--- src/rtl/tmr_pkg.sv ---
package tmr_pkg;
  localparam int DATA_W = 8;

  typedef enum logic [1:0] {
    DIV1  = 2'b00,
    DIV4  = 2'b01,
    DIV8  = 2'b10,
    DIV16 = 2'b11
  } div_sel_e;

  typedef enum logic [1:0] {
    A_CNT_HI = 2'd0,
    A_CNT_LO = 2'd1,
    A_CTRL   = 2'd2,
    A_FLAG   = 2'd3
  } reg_addr_e;

  localparam int CTRL_EN_BIT  = 7;
  localparam int FLAG_OVF_BIT = 7;
endpackage

--- src/rtl/tmr_prescaler.sv ---
module tmr_prescaler
  import tmr_pkg::*;
#(
  parameter int PRE_W = 4
) (
  input  logic     clk,
  input  logic     rst_n,
  input  logic     bus_en,
  input  div_sel_e sel,
  output logic     tick
);
  localparam int N_SEL = 4;

  logic [PRE_W-1:0] pre_q;
  logic [N_SEL-1:0] term;

  always_ff @(posedge clk) begin
    if (!rst_n)      pre_q <= '0;
    else if (bus_en) pre_q <= pre_q + 1'b1;
  end

  // One terminal detector per selectable ratio: ratio 1 always, else 2^(g+1)
  for (genvar g = 0; g < N_SEL; g++) begin : g_term
    localparam int SH = (g == 0) ? 0 : g + 1;
    localparam logic [PRE_W-1:0] MASK = PRE_W'((1 << SH) - 1);
    assign term[g] = &(pre_q | ~MASK);
  end

  assign tick = bus_en & term[sel];

  // no bus cycle, no divider pulse
  p_idle_no_tick_r1: assert property (@(posedge clk) disable iff (!rst_n)
    !bus_en |-> !tick);
  // divider frozen without bus cycle
  p_pre_frozen_r1: assert property (@(posedge clk) disable iff (!rst_n)
    !bus_en |=> $stable(pre_q));
endmodule

--- src/rtl/tmr_counter.sv ---
module tmr_counter #(
  parameter int              CNT_W      = 16,
  parameter logic [CNT_W-1:0] PRESET_VAL = 16'hFFF8
) (
  input  logic             clk,
  input  logic             rst_n,
  input  logic             tick,
  input  logic             preset,
  output logic [CNT_W-1:0] cnt,
  output logic             wrap
);
  logic [CNT_W-1:0] cnt_q;

  always_ff @(posedge clk) begin
    if (!rst_n)      cnt_q <= '0;
    else if (preset) cnt_q <= PRESET_VAL;
    else if (tick)   cnt_q <= cnt_q + 1'b1;
  end

  assign cnt  = cnt_q;
  assign wrap = tick & ~preset & (&cnt_q);

  // single step per tick
  p_step_r1: assert property (@(posedge clk) disable iff (!rst_n)
    (tick && !preset) |=> cnt_q == $past(cnt_q) + 1'b1);
  // hold without tick
  p_hold_r1: assert property (@(posedge clk) disable iff (!rst_n)
    (!tick && !preset) |=> $stable(cnt_q));
  // preset lands on the fixed value
  p_preset_r6: assert property (@(posedge clk) disable iff (!rst_n)
    preset |=> cnt_q == PRESET_VAL);
endmodule

--- src/rtl/tmr_regs.sv ---
module tmr_regs
  import tmr_pkg::*;
#(
  parameter int CNT_W   = 16,
  parameter int WIN_CYC = 64
) (
  input  logic              clk,
  input  logic              rst_n,
  input  logic              bus_en,
  input  logic              test_mode,
  input  logic [1:0]        addr,
  input  logic              rd_stb,
  input  logic              wr_stb,
  input  logic [DATA_W-1:0] wdata,
  input  logic [CNT_W-1:0]  cnt,
  input  logic              wrap,
  output logic [DATA_W-1:0] rdata,
  output div_sel_e          sel,
  output logic              preset,
  output logic              irq_en,
  output logic              ovf_flag
);
  localparam int WIN_W = $clog2(WIN_CYC + 1);

  reg_addr_e         a;
  logic              rd_hi, rd_lo, rd_ctl, rd_flg;
  logic              wr_hi, wr_ctl, wr_flg;
  logic [WIN_W-1:0]  win_q;
  logic              win_open;
  logic              sel_done_q;
  logic              sel_locked;
  div_sel_e          sel_q;
  logic              en_q;
  logic              flag_q;
  logic [DATA_W-1:0] lo_buf_q;
  logic [DATA_W-1:0] rdata_q;
  logic              unused_bits;

  assign a      = reg_addr_e'(addr);
  assign rd_hi  = rd_stb && a == A_CNT_HI;
  assign rd_lo  = rd_stb && a == A_CNT_LO;
  assign rd_ctl = rd_stb && a == A_CTRL;
  assign rd_flg = rd_stb && a == A_FLAG;
  assign wr_hi  = wr_stb && a == A_CNT_HI;
  assign wr_ctl = wr_stb && a == A_CTRL;
  assign wr_flg = wr_stb && a == A_FLAG;

  assign preset      = wr_hi & test_mode;
  assign unused_bits = ^wdata[6:2];

  // Bus-cycle window after reset
  assign win_open = win_q < WIN_W'(WIN_CYC);
  always_ff @(posedge clk) begin
    if (!rst_n)                 win_q <= '0;
    else if (bus_en && win_open) win_q <= win_q + 1'b1;
  end

  // One-shot divider select
  assign sel_locked = sel_done_q | ~win_open;
  always_ff @(posedge clk) begin
    if (!rst_n) begin
      sel_q      <= DIV1;
      sel_done_q <= 1'b0;
    end else if (wr_ctl && !sel_locked) begin
      sel_q      <= div_sel_e'(wdata[1:0]);
      sel_done_q <= 1'b1;
    end
  end

  always_ff @(posedge clk) begin
    if (!rst_n)      en_q <= 1'b0;
    else if (wr_ctl) en_q <= wdata[CTRL_EN_BIT];
  end

  // Overflow flag: set wins over write-one-to-clear
  always_ff @(posedge clk) begin
    if (!rst_n)                              flag_q <= 1'b0;
    else if (wrap)                           flag_q <= 1'b1;
    else if (wr_flg && wdata[FLAG_OVF_BIT])  flag_q <= 1'b0;
  end

  // Low-byte holding buffer, deliberately outside reset
  always_ff @(posedge clk) begin
    if (rd_hi) lo_buf_q <= cnt[DATA_W-1:0];
  end

  always_ff @(posedge clk) begin
    if (!rst_n) rdata_q <= '0;
    else if (rd_stb) begin
      unique case (1'b1)
        rd_hi:   rdata_q <= cnt[CNT_W-1 -: DATA_W];
        rd_lo:   rdata_q <= lo_buf_q;
        rd_ctl:  rdata_q <= {en_q, {(DATA_W-3){1'b0}}, sel_q};
        rd_flg:  rdata_q <= {flag_q, {(DATA_W-1){1'b0}}};
        default: rdata_q <= rdata_q;
      endcase
    end
  end

  assign rdata    = rdata_q;
  assign sel      = sel_q;
  assign irq_en   = en_q;
  assign ovf_flag = flag_q;

  // a locked select never moves
  p_sel_frozen_r3: assert property (@(posedge clk) disable iff (!rst_n)
    sel_locked |=> $stable(sel_q));
  // wrap raises the flag
  p_wrap_sets_r7: assert property (@(posedge clk) disable iff (!rst_n)
    wrap |=> flag_q);
  // high read captures the low byte
  p_capture_r4: assert property (@(posedge clk) disable iff (!rst_n)
    rd_hi |=> lo_buf_q == $past(cnt[DATA_W-1:0]));
endmodule

--- src/rtl/freerun_timer.sv ---
module freerun_timer
  import tmr_pkg::*;
#(
  parameter int              CNT_W      = 16,
  parameter int              PRE_W      = 4,
  parameter int              WIN_CYC    = 64,
  parameter logic [CNT_W-1:0] PRESET_VAL = 16'hFFF8
) (
  input  logic        clk,
  input  logic        rst_n,
  input  logic        bus_en,
  input  logic        test_mode,
  input  logic [1:0]  addr,
  input  logic        rd_stb,
  input  logic        wr_stb,
  input  logic [7:0]  wdata,
  output logic [7:0]  rdata,
  output logic        irq,
  output logic [15:0] count_o
);
  div_sel_e         sel;
  logic             tick;
  logic             preset;
  logic             wrap;
  logic             irq_en;
  logic             ovf_flag;
  logic [CNT_W-1:0] cnt;

  tmr_prescaler #(.PRE_W(PRE_W)) u_pre (
    .clk(clk), .rst_n(rst_n), .bus_en(bus_en), .sel(sel), .tick(tick)
  );

  tmr_counter #(.CNT_W(CNT_W), .PRESET_VAL(PRESET_VAL)) u_cnt (
    .clk(clk), .rst_n(rst_n), .tick(tick), .preset(preset),
    .cnt(cnt), .wrap(wrap)
  );

  tmr_regs #(.CNT_W(CNT_W), .WIN_CYC(WIN_CYC)) u_regs (
    .clk(clk), .rst_n(rst_n), .bus_en(bus_en), .test_mode(test_mode),
    .addr(addr), .rd_stb(rd_stb), .wr_stb(wr_stb), .wdata(wdata),
    .cnt(cnt), .wrap(wrap), .rdata(rdata), .sel(sel), .preset(preset),
    .irq_en(irq_en), .ovf_flag(ovf_flag)
  );

  assign irq     = ovf_flag & irq_en;
  assign count_o = cnt;

  // request persists until the flag is cleared or enable dropped
  p_irq_hold_r8: assert property (@(posedge clk) disable iff (!rst_n)
    (irq && !(wr_stb && addr == 2'd3 && wdata[7]) && !(wr_stb && addr == 2'd2))
      |=> irq);
endmodule

--- config.mk ---
export PLATFORM = sky130hd
export DESIGN_NAME = freerun_timer
export DESIGN_NICKNAME = d
export VERILOG_FILES = /design/src/rtl/tmr_pkg.sv /design/src/rtl/tmr_prescaler.sv /design/src/rtl/tmr_counter.sv /design/src/rtl/tmr_regs.sv /design/src/rtl/freerun_timer.sv
export SDC_FILE = /design/constraint.sdc
export NUM_CORES = 1
export LEC_CHECK = 0
export BUFFER_PORTS_ARGS = -buffer_cell sky130_fd_sc_hd__buf_2
export CAP_MARGIN = 20
export CORE_MARGIN = 2
export CORE_UTILIZATION = 55
export CTS_CLUSTER_SIZE = 28
export DETAILED_ROUTE_END_ITERATION = 16
export PLACE_DENSITY = 0.82
export SETUP_SLACK_MARGIN = 0.5
export SLEW_MARGIN = 20
export SYNTH_ARGS = -nofsm -noshare
export SYNTH_HDL_FRONTEND = slang
export SYNTH_SLANG_ARGS = --single-unit
--- constraint.sdc ---
create_clock -name clk -period 5.1 [get_ports clk]
set_input_delay 0.255 -clock clk [delete_from_list [all_inputs] [get_ports clk]]
set_output_delay 0.255 -clock clk [all_outputs]
set_load 0.05 [all_outputs]
==> flow_summary.yaml, run 1 <==
detailed_routing:
  first_iter_violations: 167
  routed_wirelength_mm: 4.64
  wl_met3_um: 329
  met1_length_mm: 2.12
  first_pass_iters: 4
  vias: 1875
  route.detailed.wl_per_inst_um: 15.1
  antenna_left: 0
  top_layer_used: "met4"
  drc_errors: 0
  viasPerCell: 6.09
  wl_met2_mm: 2.13
floorplan:
  core_um2: 3720
  row_count: 22
  dieArea_um2: 4470
  die_h_um: 66.8
  num_io_pins: 41
  die_w_um: 66.8
  initial_core_util_pct: 58.4
finish:
  drive_gt1_share_pct: 17.3
  nets: 279
  stdcell_area_um2: 2460
  mostFrequentLayoutCell: "dfxtp_1"
  final_cell_mix: "dfxtp_1, buf_2, nor2_1, nand2_1, mux2i_1"
  n_antenna_cell: 0
  syn_to_final_growth_pct: 13.1
pwr:
  p_per_area_nw_per_um2: 303
  ir_drop_mv: 0.176
  p_leak_nw: 0.994
synthesis:
  synth_async_sr_flop_share_pct: 0
  yosys_warnings: 0
  avgSynthCellArea_um2: 9.40
  yosys.area_share.simple_pct: 22.7
  synth_seq_cells: 48
  ys.flop_type: "dfxtp_1"
  synth_edf_count: 8
  syn-num-nets: 251
  synth_fa_ha_area_share_pct: 2.31
  synth_compound_area_share_pct: 13.9
  synth_cell_types: 39
  synth_top_family_by_area: "simple AND/OR/NAND/NOR gates"
  synth.area.mux_share_pct: 6.51
  synth_cells: 231
  synth_area_um2: 2170
  synth-xor-area-share_pct: 3.23
  yosysSeqAreaShare_pct: 48.0
placement:
  placed_area_um2: 2350
  hpwl_mm: 3.18
  port_buffers: 35
  gp_congestion: 0.779
sta:
  rsz0062_at_grt: "no"
  slew_viol_final: 0
  setup_viol: 0
  relSlewSlack_pct: 28.8
  finClkSkew_ns: 0.00552
  timing.fmax_mhz: 439
  fin_crit_ns: 2.28
  hold_viol_final: 0
  finalSetupTns_ns: 0
  tightest_slew_ns: 1.05
  finalCritPeriodShare_pct: 44.7
global_routing:
  grt_max_degree: 33
  grt_util_all_layers_pct: 23.4
  antenna_found_initial: 0
  grt-ovfl-total: 0
  grt_pass1_vias: 1661
  grt_pass1_wl_mm: 7.69
clock_network:
  clockBufferDepth: 2
  cts_num_sinks: 48
  cts_max_level: 2
  cts.hold.buffers_added: 0
  cts_tree: "built"
  clock_latency_ns: 0.30
  ctsResizeCount: 0
  cts_setup_buffers: 0
  cts.clk_slew.worst_paths_ns: 0.08
  clock_tree.root_cell: "clkbuf_8"
  cts_buffers: 5
min_path:
  hold_class: "in2reg"
worst_setup_path:
  worst-setup-path-type: "reg2reg"
  crit_required_ns: 5.30
  critPathArrivalTime_ns: 2.48
  path_max_fanout: 30
  endpoint_kind: "flop"
  cp-start-kind: "flop"
job:
  drv_cap: 0
status:
  outcome: "finished clean"
==> stage by stage <==
stage	hold slack (ns)	power (W)	std cells	setup WS [ns]	utilization [%]
4_1_cts	0.193	0.000747	308	2.65	66.1
3_5_place_dp	0.478	0.000508	300	2.65	63.4
2_1_floorplan	0.402	0.000485	231	3.00	-
5_1_grt	0.221	0.000774	308	2.69	66.1
6_report	0.191	0.000744	308	2.82	66.1
3_3_place_gp	0.452	0.000505	300	2.71	63.4
==> worst paths after layout <==
path,to,slack (ns),start,cells past startpoint
worst max register to register,u_cnt.cnt[15],2.82,u_pre.pre_q[0],6
worst max-delay path,u_cnt.cnt[15],2.82,u_pre.pre_q[0],6
worst min register to register,u_regs.ovf_flag,0.49,u_regs.ovf_flag,2
worst min-delay path,u_regs.sel[1],0.19,wdata[1],3
==> sequential cells by signal, summed over array words and instances (netlist names) <==
name,cells
u_regs.win_q,7
u_regs.sel_done_q,1
u_regs.irq_en,1
u_regs.rdata,8
u_regs.ovf_flag,1
u_regs.lo_buf_q,8
u_pre.pre_q,4
u_cnt.cnt,16
u_regs.sel,2
==> metal layers <==
metal  global-route usage, %  vias up
met1                    31.8      891
met4                    9.18        0
met3                    4.05        5
met2                    36.9       69
li1                        -      910
met5                       0        -
==> cell usage after synthesis, types with 5 or more instances <==
cell,instances,area (um^2)
or4_1,8,60.1
nand4_1,8,50.1
nand2_1,13,48.8
o21ai_0,5,25.0
nand3_1,9,45.0
xor2_1,5,43.8
o31ai_1,9,67.6
edfxtp_1,8,240
or3_1,5,31.3
mux2i_1,13,130
nor2_1,29,109
dfxtp_1,40,801
a31oi_1,10,62.6
clkbuf_1,10,37.5
a21oi_1,10,50.1
==> kinds of logic (layout without fill, tap and decap cells) <==
group / Yosys count / in the layout
flops: 48 / 48
simple gates: 93 / 93
xor+xnor: 8 / 8
compound gates: 45 / 45
buf+inv: 19 / 48
mux: 14 / 14
fa+ha+maj: 4 / 4
==> worst max-delay path, cell delays in order (launching register included) <==
cell	delay [ns]
dfxtp_1	0.40
ha_1	0.20
ha_1	0.14
nand2b_1	0.05
a311o_2	0.58
or4_1	0.57
o211a_1	0.23
==> power by group <==
group          total [W]  switching [W]  internal [W]
clock           0.000245       0.000121      0.000124
sequential      0.000413      0.0000141      0.000399
combinational  0.0000863      0.0000594     0.0000269
total           0.000744       0.000195      0.000549
==> cell type report <==
type                    count  area (um^2)
flip-flops and latches     48         1040
well taps                  48         60.1
fillers                   311         1260
repair buffers             36          183
multi-input cells         164         1060
clock buffers               8          100
inverters                   4         15.0
No activity file was read; power rests on OpenSTA's default activity.
==> run 2, diff against run 1 <==
Settings changed: CORE_UTILIZATION 55 to 54, PLACE_DENSITY 0.82 to 0.81.
Clock period 5.1 ns to 2.15 ns, I/O delays scaled along.
==> run 2 against run 1 <==
Cell count up 4.9%. Sequential share of layout area fell by 1.5 points. Global-route usage shrank 0.44 points. Register-to-register slack lost 2.6 ns. Critical path depth is the same. Sequential power increased by 140%. Count of clock-buffer cells in the layout shrank 2. Highest routed layer unchanged.
==> flow_summary.yaml, run 2 (synthesis gave the netlist of run 1 again) <==
sta:
  rsz0062_at_grt: "yes"
  finalSetupTns_ns: 0
  slew_viol_final: 0
  fin_crit_ns: 1.91
  hold_viol_final: 0
  relSlewSlack_pct: 64.9
  timing.fmax_mhz: 523
  setup_viol: 0
  tightest_slew_ns: 0.525
  finClkSkew_ns: 0.00923
  finalCritPeriodShare_pct: 88.9
pwr:
  p_per_area_nw_per_um2: 671
  switching_share_pct: 27.4
  p_comb_share_pct: 13.6
  ir_drop_mv: 0.519
  seqPwrFrac_pct: 54.9
  p_int_w: 0.00129
  p_leak_nw: 1.07
  p_switching_w: 0.000485
  power_frac_clock_pct: 31.5
finish:
  stdcell_area_um2: 2640
  nets: 292
  syn_to_final_growth_pct: 21.7
  n_antenna_cell: 0
  mostFrequentLayoutCell: "buf_2"
  final_cell_mix: "buf_2, nor2_1, dfxtp_1, nand2_1, mux2i_1"
  largest_reg_flops: 16
  fillers: 317
  drive_gt1_share_pct: 28.9
global_routing:
  grt-ovfl-total: 0
  antenna_found_initial: 0
  grtUsageMet1_pct: 31.9
  busiest_layer: "met2"
  met3_usage_pct: 5.17
  grt_pass1_vias: 1659
  grt_util_all_layers_pct: 22.9
  grt_max_degree: 16
  grtUsageMet2_pct: 35.4
  grt_pass1_wl_mm: 7.89
status:
  outcome: "finished clean"
detailed_routing:
  antenna_left: 0
  first_iter_violations: 158
  viasPerCell: 5.92
  drc_errors: 0
  vias: 1913
  first_pass_iters: 4
  routed_wirelength_mm: 4.87
  route.detailed.wl_per_inst_um: 15.1
worst_setup_path:
  critPathArrivalTime_ns: 2.11
  crit_required_ns: 2.35
  endpoint_kind: "flop"
  cp-startpoint: "u_pre.pre_q[1]"
  cp-start-kind: "flop"
  path_max_fanout: 5
  worstReg2RegStart: "u_pre.pre_q[1]"
  worst-setup-path-type: "reg2reg"
clock_network:
  cts_num_sinks: 48
  cts_max_level: 2
  clock_tree.root_cell: "clkbuf_8"
  cts_tree: "built"
  cts.hold.buffers_added: 0
  cts.clk_slew.worst_paths_ns: 0.09
  cts_buffers: 5
  clock_latency_ns: 0.30
  clockBufferDepth: 2
floorplan:
  dieArea_um2: 4540
  die_h_um: 67.4
  num_io_pins: 41
  core_um2: 3940
  row_count: 23
  die_w_um: 67.4
  initial_core_util_pct: 55.1
min_path:
  hp-start: "wdata[1]"
  hold_class: "in2reg"
placement:
  hpwl_mm: 3.36
  port_buffers: 35
  gp_congestion: 0.740
  placed_area_um2: 2470
job:
  drv_cap: 0
[run 2: cell types whose count changed in the layout (fill, tap and decap cells not counted), sizes merged]
cell	change
buf	+13
clkbuf	-2
clkinv	+2
[run 2: path summary, 6_finish.rpt]
kind | end | slack [ns] | depth (start not counted)
worst max-delay path | u_cnt.cnt[15] | 0.24 | 6
worst min-delay path | u_regs.sel[1] | 0.04 | 3
worst max register to register | u_cnt.cnt[15] | 0.24 | 6
worst min register to register | u_regs.sel_done_q | 0.48 | 1
[run 2: critical path, cell delays in order, from the launching register on]
cell      delay, ns
dfxtp_2        0.37
ha_4           0.15
ha_4           0.13
nand2b_4       0.05
a311o_2        0.39
or4_1          0.50
o211a_1        0.21
[run 2: final cells by class]
cell class / count / area (um^2) / share of cell area [%]
clock buffers: 6 / 82.6 / 3.13
clock inverters: 2 / 10.0 / 0.379
inverters: 4 / 15.0 / 0.568
multi-input cells: 164 / 1100 / 41.6
flip-flops and latches: 48 / 1080 / 40.9
well taps: 50 / 62.6 / 2.37
repair buffers: 49 / 292 / 11.0
[run 2: timing repair]
item,in CTS,in global routing
cloned,0,0
pin swaps,3,6
endpoints found under the setup margin,17,17
setup buffers,6,1
hold endpoints to repair,0,0
resized for setup,4,4
[run 2: through the flow]
step | instances | total power (W) | setup WS, ns | hold slack (ns) | util, %
after floorplan | 231 | 0.00115 | 0.387 | 0.255 | -
after detailed placement | 308 | 0.00121 | 0.131 | 0.355 | 62.6
after global placement | 308 | 0.00120 | 0.209 | 0.343 | 62.6
after global routing | 323 | 0.00184 | 0.171 | 0.0373 | 67.0
after CTS | 322 | 0.00177 | 0.210 | 0.0391 | 66.4
final | 323 | 0.00177 | 0.238 | 0.0374 | 67.0
[run 2: power groups by stage]
stage          Sequential, W  Clock [W]  Combinational, W
2_1_floorplan        0.00105          0          0.000105
3_3_place_gp        0.000994          0          0.000210
3_5_place_dp        0.000995          0          0.000216
4_1_cts             0.000973   0.000559          0.000235
5_1_grt             0.000980   0.000597          0.000261
6_report            0.000974   0.000558          0.000241
[run 2: routing by layer]
metal  part of all wire [%]  routed length [um]
met1                     46                2240
met2                     47                2270
met3                    6.1                 296
met4                    1.3                  63
met5                      0                   0
